File: src/rtl/i2c_chunk_pkg.sv
package i2c_chunk_pkg;

  typedef enum logic [2:0] {
    ST_IDLE,
    ST_START,
    ST_XFER,
    ST_RELOAD,
    ST_SWWAIT,
    ST_STOP
  } seq_state_e;

  localparam int FLAG_W      = 4;
  localparam int FLAG_RELOAD = 0;
  localparam int FLAG_DONE   = 1;
  localparam int FLAG_STOP   = 2;
  localparam int FLAG_ERR    = 3;

endpackage

File: src/rtl/i2c_chunk_rst_sync.sv
module i2c_chunk_rst_sync #(
  parameter int STAGES = 2
) (
  input  logic clk_i,
  input  logic rst_ni,
  output logic rst_sync_no
);
  logic [STAGES-1:0] sync_q;

  always_ff @(posedge clk_i or negedge rst_ni) begin
    if (!rst_ni) sync_q <= '0;
    else         sync_q <= {sync_q[STAGES-2:0], 1'b1};
  end

  assign rst_sync_no = sync_q[STAGES-1];
endmodule

File: src/rtl/i2c_chunk_count.sv
module i2c_chunk_count #(
  parameter int LEN_W = 16,
  parameter int CNT_W = 8
) (
  input  logic             clk_i,
  input  logic             rst_ni,
  input  logic             load_total_i,
  input  logic [LEN_W-1:0] total_i,
  input  logic             load_chunk_i,
  input  logic [CNT_W-1:0] chunk_i,
  input  logic             byte_done_i,
  output logic             chunk_last_o,
  output logic             remain_last_o,
  output logic             reload_bad_o
);
  localparam logic [LEN_W-1:0] CHUNK_MAX = LEN_W'((1 << CNT_W) - 1);

  logic [LEN_W-1:0] remain_q, remain_d;
  logic [CNT_W-1:0] chunk_q, chunk_d;
  logic             cnt_en;

  always_comb begin
    remain_d = remain_q;
    chunk_d  = chunk_q;
    if (load_total_i) begin
      remain_d = total_i;
      chunk_d  = (total_i > CHUNK_MAX) ? CNT_W'(CHUNK_MAX) : CNT_W'(total_i);
    end else if (load_chunk_i) begin
      chunk_d = chunk_i;
    end else if (byte_done_i) begin
      remain_d = remain_q - 1'b1;
      chunk_d  = chunk_q - 1'b1;
    end
  end

  assign cnt_en = load_total_i | load_chunk_i | byte_done_i;

  always_ff @(posedge clk_i or negedge rst_ni) begin
    if (!rst_ni) begin
      remain_q <= '0;
      chunk_q  <= '0;
    end else if (cnt_en) begin
      remain_q <= remain_d;
      chunk_q  <= chunk_d;
    end
  end

  assign chunk_last_o  = (chunk_q == CNT_W'(1));
  assign remain_last_o = (remain_q == LEN_W'(1));
  assign reload_bad_o  = (chunk_i == '0) || (LEN_W'(chunk_i) > remain_q);
endmodule

File: src/rtl/i2c_chunk_fsm.sv
module i2c_chunk_fsm
  import i2c_chunk_pkg::*;
(
  input  logic       clk_i,
  input  logic       rst_ni,
  input  logic       cmd_valid_i,
  input  logic       cmd_len_zero_i,
  input  logic       cmd_start_i,
  input  logic       cmd_autoend_i,
  input  logic       reload_valid_i,
  input  logic       reload_bad_i,
  input  logic       swstop_i,
  input  logic       byte_done_i,
  input  logic       chunk_last_i,
  input  logic       remain_last_i,
  output seq_state_e state_o,
  output logic       load_total_o,
  output logic       load_chunk_o,
  output logic       ev_reload_o,
  output logic       ev_done_o,
  output logic       ev_stop_o,
  output logic       ev_err_o
);
  seq_state_e state_q, state_d;
  logic       autoend_q, autoend_d;
  logic       cmd_open, cmd_ok;

  assign cmd_open = (state_q == ST_IDLE) || (state_q == ST_SWWAIT);
  assign cmd_ok   = cmd_open && cmd_valid_i && !cmd_len_zero_i;

  always_comb begin
    state_d      = state_q;
    autoend_d    = autoend_q;
    load_total_o = 1'b0;
    load_chunk_o = 1'b0;
    unique case (state_q)
      ST_IDLE, ST_SWWAIT: begin
        if (cmd_ok) begin
          load_total_o = 1'b1;
          autoend_d    = cmd_autoend_i;
          state_d      = cmd_start_i ? ST_START : ST_XFER;
        end else if ((state_q == ST_SWWAIT) && swstop_i) begin
          state_d = ST_STOP;
        end
      end
      ST_START: state_d = ST_XFER;
      ST_XFER: begin
        if (byte_done_i && chunk_last_i) begin
          if (!remain_last_i) state_d = ST_RELOAD;
          else if (autoend_q) state_d = ST_STOP;
          else                state_d = ST_SWWAIT;
        end
      end
      ST_RELOAD: begin
        if (reload_valid_i && !reload_bad_i) begin
          load_chunk_o = 1'b1;
          state_d      = ST_XFER;
        end
      end
      ST_STOP: state_d = ST_IDLE;
      default: state_d = ST_IDLE;
    endcase
  end

  always_ff @(posedge clk_i or negedge rst_ni) begin
    if (!rst_ni) begin
      state_q   <= ST_IDLE;
      autoend_q <= 1'b0;
    end else begin
      state_q   <= state_d;
      autoend_q <= autoend_d;
    end
  end

  assign state_o     = state_q;
  assign ev_reload_o = (state_q == ST_XFER) && (state_d == ST_RELOAD);
  assign ev_done_o   = (state_q == ST_XFER) && (state_d == ST_SWWAIT);
  assign ev_stop_o   = (state_q == ST_STOP);
  assign ev_err_o    = (cmd_open && cmd_valid_i && cmd_len_zero_i) ||
                       ((state_q == ST_RELOAD) && reload_valid_i && reload_bad_i);
endmodule

File: src/rtl/i2c_chunk_flags.sv
module i2c_chunk_flags #(
  parameter int NUM = 4
) (
  input  logic           clk_i,
  input  logic           rst_ni,
  input  logic [NUM-1:0] set_i,
  input  logic [NUM-1:0] clr_i,
  output logic [NUM-1:0] flags_o
);
  for (genvar g = 0; g < NUM; g++) begin : g_flag
    logic flag_q, flag_d, flag_en;
    assign flag_en = set_i[g] | clr_i[g];
    assign flag_d  = set_i[g];
    always_ff @(posedge clk_i or negedge rst_ni) begin
      if (!rst_ni)      flag_q <= 1'b0;
      else if (flag_en) flag_q <= flag_d;
    end
    assign flags_o[g] = flag_q;
  end
endmodule

File: src/rtl/i2c_chunk_sequencer.sv
module i2c_chunk_sequencer
  import i2c_chunk_pkg::*;
#(
  parameter int LEN_W  = 16,
  parameter int CNT_W  = 8,
  parameter int DATA_W = 8
) (
  input  logic              clk_i,
  input  logic              rst_ni,
  input  logic              cmd_valid_i,
  input  logic [LEN_W-1:0]  cmd_len_i,
  input  logic              cmd_start_i,
  input  logic              cmd_autoend_i,
  input  logic              reload_valid_i,
  input  logic [CNT_W-1:0]  reload_cnt_i,
  input  logic              swstop_i,
  input  logic              src_valid_i,
  input  logic [DATA_W-1:0] src_data_i,
  output logic              src_ready_o,
  output logic              eng_start_o,
  output logic              eng_stop_o,
  output logic              eng_byte_valid_o,
  output logic [DATA_W-1:0] eng_byte_o,
  input  logic              eng_ack_i,
  input  logic [3:0]        flags_clr_i,
  output logic [3:0]        flags_o,
  output logic              busy_o
);
  logic       rst_sync_n;
  seq_state_e state;
  logic       moving, byte_done;
  logic       load_total, load_chunk;
  logic       chunk_last, remain_last, reload_bad;
  logic       ev_reload, ev_done, ev_stop, ev_err;
  logic [FLAG_W-1:0] flag_set, flag_clr;

  i2c_chunk_rst_sync #(.STAGES(2)) u_rst (
    .clk_i       (clk_i),
    .rst_ni      (rst_ni),
    .rst_sync_no (rst_sync_n)
  );

  i2c_chunk_count #(.LEN_W(LEN_W), .CNT_W(CNT_W)) u_cnt (
    .clk_i         (clk_i),
    .rst_ni        (rst_sync_n),
    .load_total_i  (load_total),
    .total_i       (cmd_len_i),
    .load_chunk_i  (load_chunk),
    .chunk_i       (reload_cnt_i),
    .byte_done_i   (byte_done),
    .chunk_last_o  (chunk_last),
    .remain_last_o (remain_last),
    .reload_bad_o  (reload_bad)
  );

  i2c_chunk_fsm u_fsm (
    .clk_i          (clk_i),
    .rst_ni         (rst_sync_n),
    .cmd_valid_i    (cmd_valid_i),
    .cmd_len_zero_i (cmd_len_i == '0),
    .cmd_start_i    (cmd_start_i),
    .cmd_autoend_i  (cmd_autoend_i),
    .reload_valid_i (reload_valid_i),
    .reload_bad_i   (reload_bad),
    .swstop_i       (swstop_i),
    .byte_done_i    (byte_done),
    .chunk_last_i   (chunk_last),
    .remain_last_i  (remain_last),
    .state_o        (state),
    .load_total_o   (load_total),
    .load_chunk_o   (load_chunk),
    .ev_reload_o    (ev_reload),
    .ev_done_o      (ev_done),
    .ev_stop_o      (ev_stop),
    .ev_err_o       (ev_err)
  );

  always_comb begin
    flag_set              = '0;
    flag_set[FLAG_RELOAD] = ev_reload;
    flag_set[FLAG_DONE]   = ev_done;
    flag_set[FLAG_STOP]   = ev_stop;
    flag_set[FLAG_ERR]    = ev_err;
    flag_clr              = flags_clr_i;
    flag_clr[FLAG_RELOAD] = flags_clr_i[FLAG_RELOAD] | load_chunk;
  end

  i2c_chunk_flags #(.NUM(FLAG_W)) u_flags (
    .clk_i   (clk_i),
    .rst_ni  (rst_sync_n),
    .set_i   (flag_set),
    .clr_i   (flag_clr),
    .flags_o (flags_o)
  );

  assign moving           = (state == ST_XFER);
  assign byte_done        = moving & src_valid_i & eng_ack_i;
  assign src_ready_o      = moving & eng_ack_i;
  assign eng_byte_valid_o = moving & src_valid_i;
  assign eng_byte_o       = src_data_i;
  assign eng_start_o      = (state == ST_START);
  assign eng_stop_o       = (state == ST_STOP);
  assign busy_o           = (state != ST_IDLE);
endmodule

File: config.mk
export PLATFORM = sky130hd
export DESIGN_NAME = i2c_chunk_sequencer
export DESIGN_NICKNAME = d
export VERILOG_FILES = /design/src/rtl/i2c_chunk_pkg.sv /design/src/rtl/i2c_chunk_rst_sync.sv /design/src/rtl/i2c_chunk_count.sv /design/src/rtl/i2c_chunk_fsm.sv /design/src/rtl/i2c_chunk_flags.sv /design/src/rtl/i2c_chunk_sequencer.sv
export SDC_FILE = /design/constraint.sdc
export NUM_CORES = 1
export LEC_CHECK = 0
export CORE_ASPECT_RATIO = 0.5
export CORE_MARGIN = 2
export CORE_UTILIZATION = 30
export CTS_CLUSTER_SIZE = 40
export DETAILED_ROUTE_END_ITERATION = 10
export DONT_BUFFER_PORTS = 1
export GPL_TIMING_DRIVEN = 1
export PLACE_DENSITY = 0.53
export REMOVE_ABC_BUFFERS = 1
export SLEW_MARGIN = 20
export SYNTH_ARGS = -nofsm -noshare
export SYNTH_HDL_FRONTEND = slang
export SYNTH_HIERARCHICAL = 1
export SYNTH_SLANG_ARGS = --single-unit
File: constraint.sdc
create_clock -name clk_i -period 1.2 [get_ports clk_i]
set_input_delay 0.18 -clock clk_i [delete_from_list [all_inputs] [get_ports clk_i]]
set_output_delay 0.18 -clock clk_i [all_outputs]
set_load 0.005 [all_outputs]
---- After elaboration in Yosys (flattened, before gate mapping) ----
Index checks and enable logic that the tools add are counted.
storage, ports and cells
  register bits ........................... 34
  latch bits .............................. 0
  RAM bits ................................ 0
  memory bits (read-only) ................. 0
  bits of input ports ..................... 45
  output and inout bits ................... 17
  logic and storage cells ................. 77
  memories kept ........................... 0
cells by class
  add/subtract/negate cells ............... 2
  $mul .................................... 0
  div/mod/pow operators ................... 0
  magnitude comparators ................... 2
  equality and inequality tests ........... 10
  shift-type cells ........................ 0
  mux-type cells .......................... 19
  bitwise gates (word level) .............. 10
  reductions and logical operators ........ 25
operator list
  operator                                              count
  two-way mux 16 bit                                    3
  two-way mux 8 bit                                     4
  == test 16 x 1 -> 1 bit (second input constant)       1
  > comparator 16 x 8 -> 1 bit (second input constant)  1
  > comparator 8 x 16 -> 1 bit                          1
  zero test 16 bit                                      1
  subtractor 16 x 1 -> 16 bit (second input constant)   1
  two-way mux 3 bit                                     5
  one-hot mux 3 bit (4 select lines)                    1
  logical AND 1 bit                                     10
  == test 3 x 2 -> 1 bit (second input constant)        3
  == test 3 bit (second input constant)                 3
  == test 8 x 1 -> 1 bit (second input constant)        1
  zero test 8 bit                                       1
  subtractor 8 x 1 -> 8 bit (second input constant)     1
  bitwise OR 1 bit                                      7
  nonzero test 3 bit                                    2
  two-way mux 1 bit                                     5
  AND reduction 2 bit                                   2
  AND 1 bit                                             3
  == test 3 x 1 -> 1 bit (second input constant)        1
  zero test 3 bit                                       1
  logical OR 1 bit                                      3
  AND reduction 3 bit                                   1
  5 further kinds                                       6

---- Logic depth before layout (Yosys ltp) ----
Gate-level depths: netlist (run 1).
  word-level depth ........................ 9
  gate-level depth with buffers ........... 12
  depth with buffers taken out ............ 11

---- Cells and area by module ----
The synthesis (run 1) kept the hierarchy.
by module, submodules not included
  module               instances  cells an instance  area an instance (um2)  seq. area each (um2)
  i2c_chunk_count      1          205                1775.5                  600.6
  i2c_chunk_fsm        1          38                 289.0                   100.1
  i2c_chunk_flags      1          16                 175.2                   100.1
  i2c_chunk_sequencer  1          21                 147.6                   0.0
  i2c_chunk_rst_sync   1          3                  53.8                    50.0

---- Worst setup path before layout (run 1) ----
Ideal clock, no wire load.
  path kind ............................... register to register
  start point ............................. register u_cnt.remain_q[1]
  end point ............................... register u_cnt.remain_q[9]
  library setup time ...................... 0.127 ns
  arrival ................................. 2.754 ns
  data required time ...................... 1.073 ns
  path slack .............................. -1.681 ns
  stages on the path, launching flop included .. 13
  path buffers ............................ 1
  clock period less this slack ............ 2.881 ns
  path through ............................ dfrtp_1 > inv_1 > ha_1 > nand4_1 > nor2_1 > a311o_1 > o21ai_0 > nor3_1 > buf_2 > or4b_4 > nor4b_4 > xnor2_1 > o21ai_2
between the ends
  longest elaborated chain between the ends .. 9
ends and longest elaborated chain
  element                            line                       source
  from (decl)                        i2c_chunk_count.sv:18      logic [LEN_W-1:0] remain_q, remain_d;
  from (signal assigned)             i2c_chunk_count.sv:43      remain_q <= remain_d;
  > comparator 8 x 16 -> 1 bit (*)   i2c_chunk_count.sv:50      assign reload_bad_o = (chunk_i == '0) || (LEN_W'(chunk_i) > remain_q);
  logical OR 1 bit (*)               i2c_chunk_count.sv:50
  named net reload_bad               i2c_chunk_sequencer.sv:33  logic chunk_last, remain_last, reload_bad;
  zero test 1 bit (*)                i2c_chunk_fsm.sv:55        if (reload_valid_i && !reload_bad_i) begin
  logical AND 1 bit (*)              i2c_chunk_fsm.sv:55
  two-way mux 1 bit (*)              i2c_chunk_fsm.sv:55
  two-way mux 1 bit (*)              i2c_chunk_fsm.sv:36        unique case (state_q)
  named net load_chunk               i2c_chunk_sequencer.sv:32  logic load_total, load_chunk;
  bitwise OR 1 bit (2 in a row)      i2c_chunk_count.sv:36      assign cnt_en = load_total_i | load_chunk_i | byte_done_i;
  AND reduction 3 bit (no line) (*)  --
Mark *: on every way through the listed nets, which the timed path passes. The rest lies on a longest branch. The select of a mux whose other input is x is not followed.
A chain may end at the register's enable or synchronous reset.

---- Final worst setup path (run 1) ----
  start point ............................. register u_cnt.remain_q[5]
  end point ............................... register u_cnt.remain_q[9]
Same word-level chain as after synthesis.

==> reports/summary.md, run 1 <==
The maximum number of pins on one net before global-route repair came out at 33. Of all nets on the critical path, the largest fanout is 4. The run gives 2363 as the via count of the first global-routing pass. After technology mapping, the gate count stands at 283. The run gives 30.7% as the initial standard-cell utilization of the core. After routing the design area is 3600 sq um. For the final routed database, the setup TNS stands at -41.36 ns. The number of buffers between clock root and the deepest sink is 2, and the y dimension of the die is 67.8 um.

Dividing the synthesized area by the synthesized cell count gives 8.63 sq um. The detail route stage leaves a number of antenna-violating nets equal to 0. Setup repair after global routing could not meet its margin everywhere. Data on the critical path is required at its endpoint by 1.36 ns. In this run, synthesis inferred 0 flip-flops with an integrated enable.

After synthesis, the share of flip-flops with an asynchronous set or reset is 100%. The number of top-level design ports was 62. Setup slack on the worst reg-to-reg path comes out at -1.62 ns.

The tools report the TritonCTS sink count as 34. The die is 132 um wide. Count of unique library cells instantiated by Yosys: 54. The most critical setup path has its endpoint at u_cnt/remain_q[9]. The setup slack of the critical path after layout came out at -1.62 ns. After synthesis, flip-flops and latches occupy 34.9% of the total area. Before antenna repair, the detailed router went through 6 iterations. In the layout the commonest cells are buf_4, dfrtp_1, inv_1, nor2_1, nand2_1. The number of inserted diodes was 0. For the combinational group share of total power, the log shows 57.3%. The tools report the total setup violations reported at the end of the flow as 37. The routed wire length per instance is 16.5 um.

The endpoint of the worst-slack reg-to-reg timing path was u_cnt/remain_q[9]. The mapped netlist covers 2440 sq um. The worst register-to-register path has a depth of 11.

The maximum clock skew at final layout is 0.00358 ns. The tool flagged a number of max-cap violations equal to 0. The class of the worst hold path was in -> reg.

Fraction of final layout cells sized beyond drive strength 1: 42.3%. After the first detailed-routing iteration, the DRC count stood at 122. After global routing the overflow that remains totals 0. For the clock share of power, the log shows 17.2%. The routed design has 7760 um of wire. The die covers 8920 sq um. Fraction of power consumed by sequential logic: 25.6%. The commonest non-fill, non-tap cell in the layout is buf_4. The tools report the clock tree root driver cell as clkbuf_16. Port buffering added 0 buffers. In this run the worst setup path begins at u_cnt/remain_q[5]. The part of the cycle the worst path needs was 235%. The flow ran to the end, but the final reports show violations. Static timing analysis puts the maximum clock frequency at 355 MHz.

The core region is 7940 sq um. IR analysis of the VDD net gives a maximum drop of 0.657 mV. After detailed routing, the number of remaining DRC violations is 0.

In the routed layout, each cell is associated on average with a via count of 5.12. For this run, the number of Yosys warnings is 6. After legalization and detailed placement, the total HPWL measured 5640 um. The depth of the worst hold-timing path was 1.

Counting the buffers created by CTS gives 5. For the internal power of the cells, the log shows 4.63 mW. In this run the critical register-to-register path is launched from u_cnt/remain_q[5]. Data on the critical path arrives at its endpoint at 2.98 ns.

OpenSTA, run right after detailed placement, puts the worst setup slack at -1.63 ns. The first global-routing pass estimated 11500 um of wire. The smallest clock period supported by the final layout is computed as 2.82 ns. The tools report the count of final hold-check violations as 0. The logs give 0 for the initial antenna violation count and 2410 for the routed via count. The floorplan has 23 rows. The checks that failed: negative setup slack. The synthesized design contains 34 register bits.

After clock tree synthesis, the clock-pin slew on the worst setup and hold paths is 0.05 ns. Net switching is 35.9% of the power. For this run, the total global-route usage over all layers was measured as 16.4%. The number of slew-limit violations in the final report was 0. The run gives 0.874 as the global placement routability congestion. For this run, the post-layout net count is 417. Relative to the synthesized area, the layout overhead comes to 47.7%. The kind of launch point of the worst setup path was a register.

Element type at the critical path end: a register. The most used flip-flop cell after synthesis is dfrtp_1. Summed over all cells, the static leakage comes to 1.59 nW. TritonCTS built the clock tree. For the worst-skew pair, the clock arrives at the later sink with an insertion delay of 0.28 ns. The net switching power figure was 2.60 mW. For the standard cell area after detailed placement, the log shows 2940 sq um. In this run the number of H-tree levels came out at 2.

The class of the most critical setup path is reg -> reg. The power density normalized to cell area came out at 2010 nW/um^2.
==> registers in the layout, summed over array words and instances, names as in the netlist <==
| signal | flops |
|---|---|
| u_cnt/remain_q | 16 |
| u_cnt/chunk_q | 8 |
| u_flags/g_flag.flag_q | 4 |
| u_fsm/state_o | 3 |
| u_rst/sync_q | 2 |
| u_fsm/autoend_q | 1 |
==> logic make-up after synthesis <==
logic type	after synthesis	share of synthesized area (%)
adder cells (fa/ha/maj)	12	6.15
other	1	0.154
buffers and inverters	44	9.12
AO/OA/AOI/OAI	60	15.5
flip-flops	34	34.9
multiplexers	3	1.23
XOR/XNOR	16	5.74
AND/OR/NAND/NOR	113	27.3
==> final cells by class <==
cell class              count  area (sq um)
multi-input cells         205          1610
inverters                  23          91.3
repair buffers             91           771
well taps                 112           140
flip-flops and latches     34           852
clock buffers               6           139
fillers                   759          4340
==> timing repair <==
action | CTS | global route
setup buffers | 11 | 19
resized for setup | 30 | 61
endpoints found under the hold margin | 2 | 0
gates cloned | 0 | 1
hold buffers | 1 | 0
pin swaps | 23 | 23
setup endpoints to repair | 36 | 37
==> power by group through the flow <==
stage	clock network, mW	registers, mW	logic, mW
finish	1.24	1.85	4.14
global route	1.31	1.89	4.48
CTS	1.27	1.83	3.44
detailed placement	0	1.83	3.20
global placement	0	1.82	3.13
floorplan	0	2.02	1.45
==> synthesized netlist by cell type, drive strengths merged (2+ instances only) <==
cell	instances	area, sq um
dfrtp	34	851
nor2	26	97.6
o21ai	26	134
inv	23	86.3
nand2	23	86.3
buf	15	114
nor4	13	93.8
ha	12	150
xnor2	10	87.6
nor3	8	45.0
a21oi	7	35.0
nand4	7	43.8
clkbuf	6	22.5
xor2	6	52.6
a31oi	5	31.3
a21o	4	30.0
nand2b	4	25.0
nor4b	4	50.1
or3	4	25.0
or4	4	33.8
and4	3	26.3
mux2i	3	30.0
nor2b	3	18.8
o211ai	3	27.5
o31ai	3	22.5
a211oi	2	15.0
a21boi	2	15.0
and3	2	12.5
and3b	2	18.8
nand3	2	10.0
nor3b	2	15.0
o22ai	2	12.5
or4b	2	27.5
==> per-layer routing <==
metal  track usage, %  routed length [um]  share of wire (%)  up-vias
met5                0                   0                  0        -
met4             5.16                  89                1.1        0
met3             3.75                 331                4.3        9
met2             30.8                4040                 52       59
met1             19.3                3300                 43     1192
li1                 -                   -                  -     1150
==> worst min path at each step <==
stage | startpoint | to
2_1_floorplan | rst_ni | u_rst/sync_q[0]
3_3_place_gp | rst_ni | u_rst/sync_q[1]
3_5_place_dp | rst_ni | u_rst/sync_q[1]
4_1_cts | cmd_start_i | u_fsm/state_o[1]
5_1_grt | cmd_start_i | u_fsm/state_o[1]
6_report | cmd_start_i | u_fsm/state_o[1]
==> per-stage QoR <==
step	cells	hold WS (ns)	utilization, %	power, mW
after floorplan	262	-0.116	-	3.47
after global placement	439	-0.116	37.0	4.95
after detailed placement	439	-0.116	37.0	5.03
after CTS	455	0.00594	41.2	6.54
after global routing	471	0.0130	45.4	7.67
final	471	0.00425	45.4	7.23
==> critical path, stage by stage, from the launching register on <==
cell,delay (ns)
dfrtp_1,0.36
inv_2,0.05
ha_4,0.26
a211o_1,0.12
o211ai_1,0.14
a311o_1,0.40
o21ai_2,0.23
nor3_4,0.09
or4b_4,0.53
nor4b_4,0.29
xnor2_1,0.16
o21ai_2,0.07
Note: power is estimated with default switching activity, not from simulation.
==> run 2, diff against run 1 <==
Settings changed: CORE_MARGIN 2 to default.
==> reports/summary.md, run 2 (synthesized netlist as in run 1, its figures left out) <==
The run finished, with violations left. The final reports fail on negative setup slack. The count of final hold-check violations was 0 (unchanged); the worst hold margin was 0.0178 ns (+0.0135 ns). The peak supply drop is 0.641 mV (-2.4%), and the setup slack of the critical path after layout is -1.47 ns (+0.148 ns).

For the H-tree level count, the log shows 2 (unchanged). The tools report the first-pass iteration count of the detailed router as 4 (-2). The number of buffers and inverters on the critical path is 1 (unchanged). The kind of launch point of the worst setup path is a register. The most critical setup path has its startpoint at u_cnt/remain_q[5].

The critical path goes through inv_2 > ha_4 > a211o_1 > o211ai_1 > a311o_1 > o21ai_2 > nor3_2 > or4b_4 > nor4b_4 > xnor2_1 > o21ai_2. The clock-pin slew on the worst setup and hold paths was 0.05 ns (about the same). The final wirelength is 7190 um (-7.3%), and the data arrival time of the worst path is 2.84 ns (-0.14 ns). The number of vias per cell after detailed routing is 5.06 (-1.1%).

The run gives 0 (unchanged) as the number of inserted diodes. The run gives 0.00967 ns (+0.00609 ns) as the maximum clock skew at final layout. Broken down by cell family, the worst path's largest delay share belongs to simple AND/OR/NAND/NOR gates. The worst hold path begins at cmd_autoend_i. Commonest non-fill, non-tap cell in the layout: buf_4. The tools report the total routing resource utilization after global routing as 17.9% (+1.5 points). The number of buffers between clock root and the deepest sink was 2 (unchanged); the global placement routability congestion was 0.816 (-6.6%). The data required time of the worst path came out at 1.37 ns (about the same). The most used cell along the critical path is o21ai_2. Number of nets in the final layout: 404 (-3.1%). The number of slew-limit violations in the final report came out at 0 (unchanged). For the placeable core region, the log shows 7600 sq um (-4.3%). The number of buffers added by the clock tree synthesis step was 5 (unchanged). The total half-perimeter wirelength after legalization and detailed placement came out at 5610 um (-0.65%).

The horizontal die dimension is 130 um (-1.5%). The via count of the first global-routing pass was 2368 (+0.21%). The largest registers in the layout are u_cnt/remain_q: 16 flops, u_cnt/chunk_q: 8 flops, u_flags/g_flag.flag_q: 4 flops. The number of buffers added on ports works out to 0 (unchanged).

Cell at the slowest stage of the critical path: or4b_4. TritonCTS built the clock tree. The initial standard-cell utilization of the core was 32.1% (+1.4 points). The number of logic stages on the critical path including buffering was 11 (unchanged).

The flip-flop count of the largest register after layout is 16 (unchanged). Routed wire length per instance: 15.8 um (-4.3%). The run gives 2307 (-4.3%) as the routed via count. For the multi-input combinational cell area, the log shows 1480 sq um (-8.0%). The standard cell area after detailed placement is 2920 sq um (-0.68%), and the power density normalized to cell area is 1980 nW/um^2 (-1.3%). Register bank with the most flops: u_cnt/remain_q.

The area of all placed cells without fillers was 3360 sq um (-6.8%); the fraction of final layout cells sized beyond drive strength 1 was 33.0% (-9.3 points). Residual antenna-violating net count after detailed routing: 0 (unchanged). The class of the worst hold path is in -> reg. The remaining global-route overflow is 0 (unchanged). The library cells used most frequently in the layout, excluding fill and tap cells, are buf_4, dfrtp_1, nor2_1, nand2_1, inv_1.

The area growth from synthesis to layout is 37.6%. The y dimension of the die is 65.8 um (-3.0%), and the area enclosed by the die boundary is 8520 sq um (-4.4%). The maximum single-stage delay on the critical path is 0.54 ns (about the same). In this run the critical register-to-register path is launched from u_cnt/remain_q[5]. Maximum fanout encountered on the critical timing path: 4 (unchanged). Setup repair after global routing could not meet its margin everywhere.

The logs give 22 (-4.3%) for the placement row count and 11500 um (+0.24%) for the global-route wire length before repair. Upper clock frequency limit: 375 MHz (+5.5%). For the clock network latency to the later pin of the worst-skew pair, the log shows 0.28 ns (about the same). The tools report the maximum number of pins on one net before global-route repair as 33 (unchanged). The tools report the total setup violations reported at the end of the flow as 36 (-2.7%). The part of the cycle the worst path needs is 222% (-12 points).

The element type at the critical path end is a register. The footprint of the flip-flops and latches is 852 sq um (unchanged), and the initial antenna violation count is 0 (unchanged). The depth of the worst hold-timing path is 2 (+1). The static leakage power is 1.46 nW (-8.4%). Number of fillers in the final layout: 772 (+1.7%). The DRC violations left came out at 0 (unchanged). Number of DRC markers in iteration 0: 109 (-11%).

The run gives 0 (unchanged) as the count of max-cap constraint violations. Clock tree root driver cell: clkbuf_16. Final critical delay including setup and external delays: 2.67 ns (-0.148 ns). Class of the most critical setup path: reg -> reg. The TritonCTS sink count came out at 34 (unchanged). The logic depth of the worst register-to-register path was 11 (unchanged); the number of top-level design ports was 62 (unchanged).
==> run 2: cell types whose count changed in the layout (fill, tap and decap cells not counted), moves of 3 or more <==
cell,previous run,this run
a21oi_1,2,5
a21oi_2,5,2
buf_4,73,65
buf_6,14,10
nand2_1,17,22
nand2_2,4,1
nor2_1,20,23
o21ai_0,9,19
o21ai_1,13,5
==> run 2: path summary, 6_finish.rpt <==
| check | to | slack (ns) |
|---|---|---|
| min in group asynchronous | u_rst/sync_q[0] | 0.13 |
| worst max-delay path | u_cnt/remain_q[9] | -1.47 |
| worst max register to register | u_cnt/remain_q[9] | -1.47 |
| worst min-delay path | u_fsm/autoend_q | 0.02 |
| worst min register to register | u_cnt/remain_q[2] | 0.27 |
| max in group asynchronous | u_fsm/state_o[1] | 0.60 |
==> run 2: timing repair <==
item                                   in CTS  in global routing
gates resized for setup                    27                 12
endpoints found under the hold margin       2                  1
pin swaps                                   8                 11
gates cloned                                0                  0
setup endpoints to repair                  36                 36
setup buffers                               8                  7
hold buffers                                1                  1
==> run 2: layout make-up <==
type                            count  area share (%)
Clock buffer                        7            3.95
Multi-Input combinational cell    205            44.2
Clock inverter                      1           0.894
Sequential cell                    34            25.4
Tap cell                          108            4.02
Inverter                           23            2.68
Timing Repair Buffer               78            18.9
==> run 2: per-stage QoR <==
stage                     cells  worst slack, ns  TNS (ns)  util, %  total power, mW
after floorplan             262            -2.07    -51.35        -             3.47
after global placement      433            -1.55    -38.19     38.4             4.88
after detailed placement    433            -1.59    -38.96     38.4             4.97
after CTS                   449            -1.47    -37.15     42.9             6.62
after global routing        456            -1.60    -41.77     44.2             7.13
final                       456            -1.47    -37.21     44.2             6.65
==> run 2: routing by layer <==
metal | up-vias | GRT usage (%) | routed length [um]
li1 | 1129 | - | -
met1 | 1113 | 21.1 | 3290
met2 | 56 | 32.6 | 3510
met3 | 9 | 4.69 | 341
met4 | 0 | 4.51 | 58
met5 | - | 0 | 0
==> run 2: report_power, final <==
part	internal, mW	leakage, nW	switching (mW)
clock	0.981	0.0781	0.468
combinational	1.78	0.973	1.57
sequential	1.57	0.407	0.270
==> run 3, diff against run 2 <==
Settings changed: CORE_UTILIZATION 30 to 40, PLACE_DENSITY 0.53 to 0.63, SLEW_MARGIN 20 to 0.
==> reports/summary.md, run 3 (synthesized netlist as in run 1, its figures left out) <==
The remaining global-route overflow was 0 (unchanged). Leaving out fill and tap cells, the most frequent cell in the layout is buf_4. The flip-flop count of the largest register after layout was 16 (unchanged); the net switching power figure was 2.49 mW (+7.9%). The switching portion of total power is 36.6% (+1.9 points), and the number of DRC markers in iteration 0 is 139 (+28%). The critical path is of the reg -> reg type.

The footprint of the flip-flops and latches is 851 sq um (-0.15%), and the total setup violations reported at the end of the flow is 37 (+2.8%). Setup repair after global routing could not meet its margin everywhere. The logs give 2 (unchanged) for the number of buffers between clock root and the deepest sink and 19 (-14%) for the placement row count.

The number of buffers added on ports is 0 (unchanged). The area growth from synthesis to layout is 37.4%. The via count of the first global-routing pass was 2516 (+6.3%); the number of fillers in the final layout was 495 (-36%). The tools report the clock share of power as 18.6% (-3.2 points). The run gives 0 (unchanged) as the count of final hold-check violations.

The logs give 0.00644 ns (-0.0113 ns) for the worst hold margin and -1.68 ns (-0.0872 ns) for the setup slack after placement. The checks that failed: negative setup slack. Y dimension of the die: 57.2 um (-13%).

The logs give 5 (unchanged) for the number of buffers added by the clock tree synthesis step and 5470 um (-2.5%) for the total half-perimeter wirelength after legalization and detailed placement. TritonCTS built the clock tree. The routed via count was 2445 (+6.0%); the data required time of the worst path was 1.39 ns (+0.02 ns).

Routed wire length per instance: 18.0 um (+14%). For the maximum number of pins on one net before global-route repair, the log shows 33 (unchanged). The register bank with the most flops was u_cnt/remain_q. The final core utilization was 59.0% (+15 points); the H-tree level count was 2 (unchanged). The flow ran to the end, but the final reports show violations.

The tree is rooted in a clkbuf_16. The final critical delay including setup and external delays was 2.75 ns (+0.0765 ns). The number of nets in the final layout came out at 407 (+0.74%). The tools report the setup slack of the critical path after layout as -1.55 ns (-0.0765 ns).

In the final layout, the registers with the most flip-flops are u_cnt/remain_q: 16 flops, u_cnt/chunk_q: 8 flops, u_flags/g_flag.flag_q: 4 flops. The maximum clock skew at final layout was 0.00510 ns (-0.00456 ns). The fraction of power consumed by sequential logic is 27.4% (-0.3 points), and the part of the cycle the worst path needs is 229% (+6.4 points).

The tools report the final setup TNS as -39.17 ns (-1.95 ns). For the number of inserted diodes, the log shows 0 (unchanged). The tools report the element type at the critical path end as a register.

The logs give 1.48 nW (+1.4%) for the static leakage power and 43.0% (+11 points) for the initial standard-cell utilization of the core. The logs give 0 (unchanged) for the initial antenna violation count and 24.3% (+6.4 points) for the total routing resource utilization after global routing. Number of top-level design ports: 62 (unchanged).

The run gives 6440 sq um (-24%) as the area enclosed by the die boundary. The run gives 0 (unchanged) as the count of max-cap constraint violations. For the first-pass iteration count of the detailed router, the log shows 4 (unchanged). The number of vias per cell after detailed routing is 5.79 (+15%), and the global placement routability congestion is 0.909 (+11%).

The internal power of the cells was 4.31 mW (-0.62%); the power density normalized to cell area was 2030 nW/um^2 (+2.5%). For the TritonCTS sink count, the log shows 34 (unchanged). The maximum fanout encountered on the critical timing path works out to 5 (+1). The run gives 5680 sq um (-25%) as the placeable core region. The clock network latency to the later pin of the worst-skew pair was 0.28 ns (about the same). The logs give 364 MHz (-2.8%) for the upper clock frequency limit and 12000 um (+4.3%) for the global-route wire length before repair. The clock-pin slew on the worst setup and hold paths was 0.06 ns (about the same); the DRC violations left was 0 (unchanged).

Class of the worst hold path: in -> reg. The worst setup path is launched from a register. The data arrival time of the worst path was 2.94 ns (+0.10 ns); the final wirelength was 7610 um (+5.7%).

The multi-input combinational cell area is 1500 sq um (+1.3%), and the residual antenna-violating net count after detailed routing is 0 (unchanged). The peak supply drop came out at 0.811 mV (+26%). The horizontal die dimension is 112 um (-13%).

The combinational group share of total power came out at 53.9% (+3.4 points). The fraction of final layout cells sized beyond drive strength 1 works out to 34.7% (+1.6 points). For the number of slew-limit violations in the final report, the log shows 0 (unchanged).

The top cell types in the final layout, fill and taps aside, are buf_4, dfrtp_1, nor2_1, inv_1, nand2_1.
[run 3: worst max-delay path: stages (launching register included)]
cell      delay (ns)
dfrtp_1         0.38
nor4_2          0.28
buf_4           0.15
nand3b_1        0.14
a311o_1         0.33
o21ai_2         0.16
nor3_2          0.10
nor4b_2         0.23
nand4_1         0.23
or4_1           0.47
a31oi_1         0.19
[run 3: power groups by stage]
stage / sequential (mW) / clock, mW / combinational (mW)
global route: 1.91 / 1.32 / 3.99
global placement: 1.82 / 0 / 3.01
CTS: 1.84 / 1.29 / 3.40
floorplan: 2.02 / 0 / 1.45
detailed placement: 1.84 / 0 / 3.15
finish: 1.87 / 1.27 / 3.67
[run 3: final timing paths]
path                                    start                        to  slack (ns)  cells past startpoint
min reg2reg                   u_rst/sync_q[1]         u_cnt/remain_q[5]        0.28                      1
max reg2reg                u_cnt/remain_q[14]        u_cnt/remain_q[13]       -1.55                     10
min in group asynchronous              rst_ni           u_rst/sync_q[0]        0.13                      1
max in group asynchronous     u_rst/sync_q[1]  u_flags/g_flag[2].flag_q        0.60                      1
max                        u_cnt/remain_q[14]        u_cnt/remain_q[13]       -1.55                     10
min                             cmd_autoend_i           u_fsm/autoend_q       0.006                      2
[run 3: routing by layer]
layer	vias up	part of all wire [%]	GRT usage, %
met3	28	8.0	6.48
met4	0	2.8	10.3
met2	128	48	42.9
met1	1156	41	28.6
met5	-	0	0
li1	1133	-	-
[run 3: through the flow]
| step | power, mW | instance area, sq um | cells |
|---|---|---|---|
| final | 6.80 | 3350 | 422 |
| after global routing | 7.22 | 3350 | 422 |
| after CTS | 6.53 | 3250 | 415 |
| after detailed placement | 4.99 | 2860 | 396 |
| after global placement | 4.83 | 2860 | 396 |
| after floorplan | 3.47 | 2300 | 262 |
[run 3: timing repair]
item | in CTS | in global routing
hold buffers | 1 | 0
buffers inserted | 15 | 14
setup endpoints to repair | 36 | 36
gates resized for setup | 35 | 16
hold endpoints to repair | 2 | 0
pin swaps | 14 | 12
cloned | 0 | 1
[run 3: area by class of cell]
type	instances	area share, %
multi-input combinational	205	44.8
tap	73	2.72
clock buffer	6	4.14
sequential	34	25.4
timing repair buffer	81	20.3
inverter	23	2.69
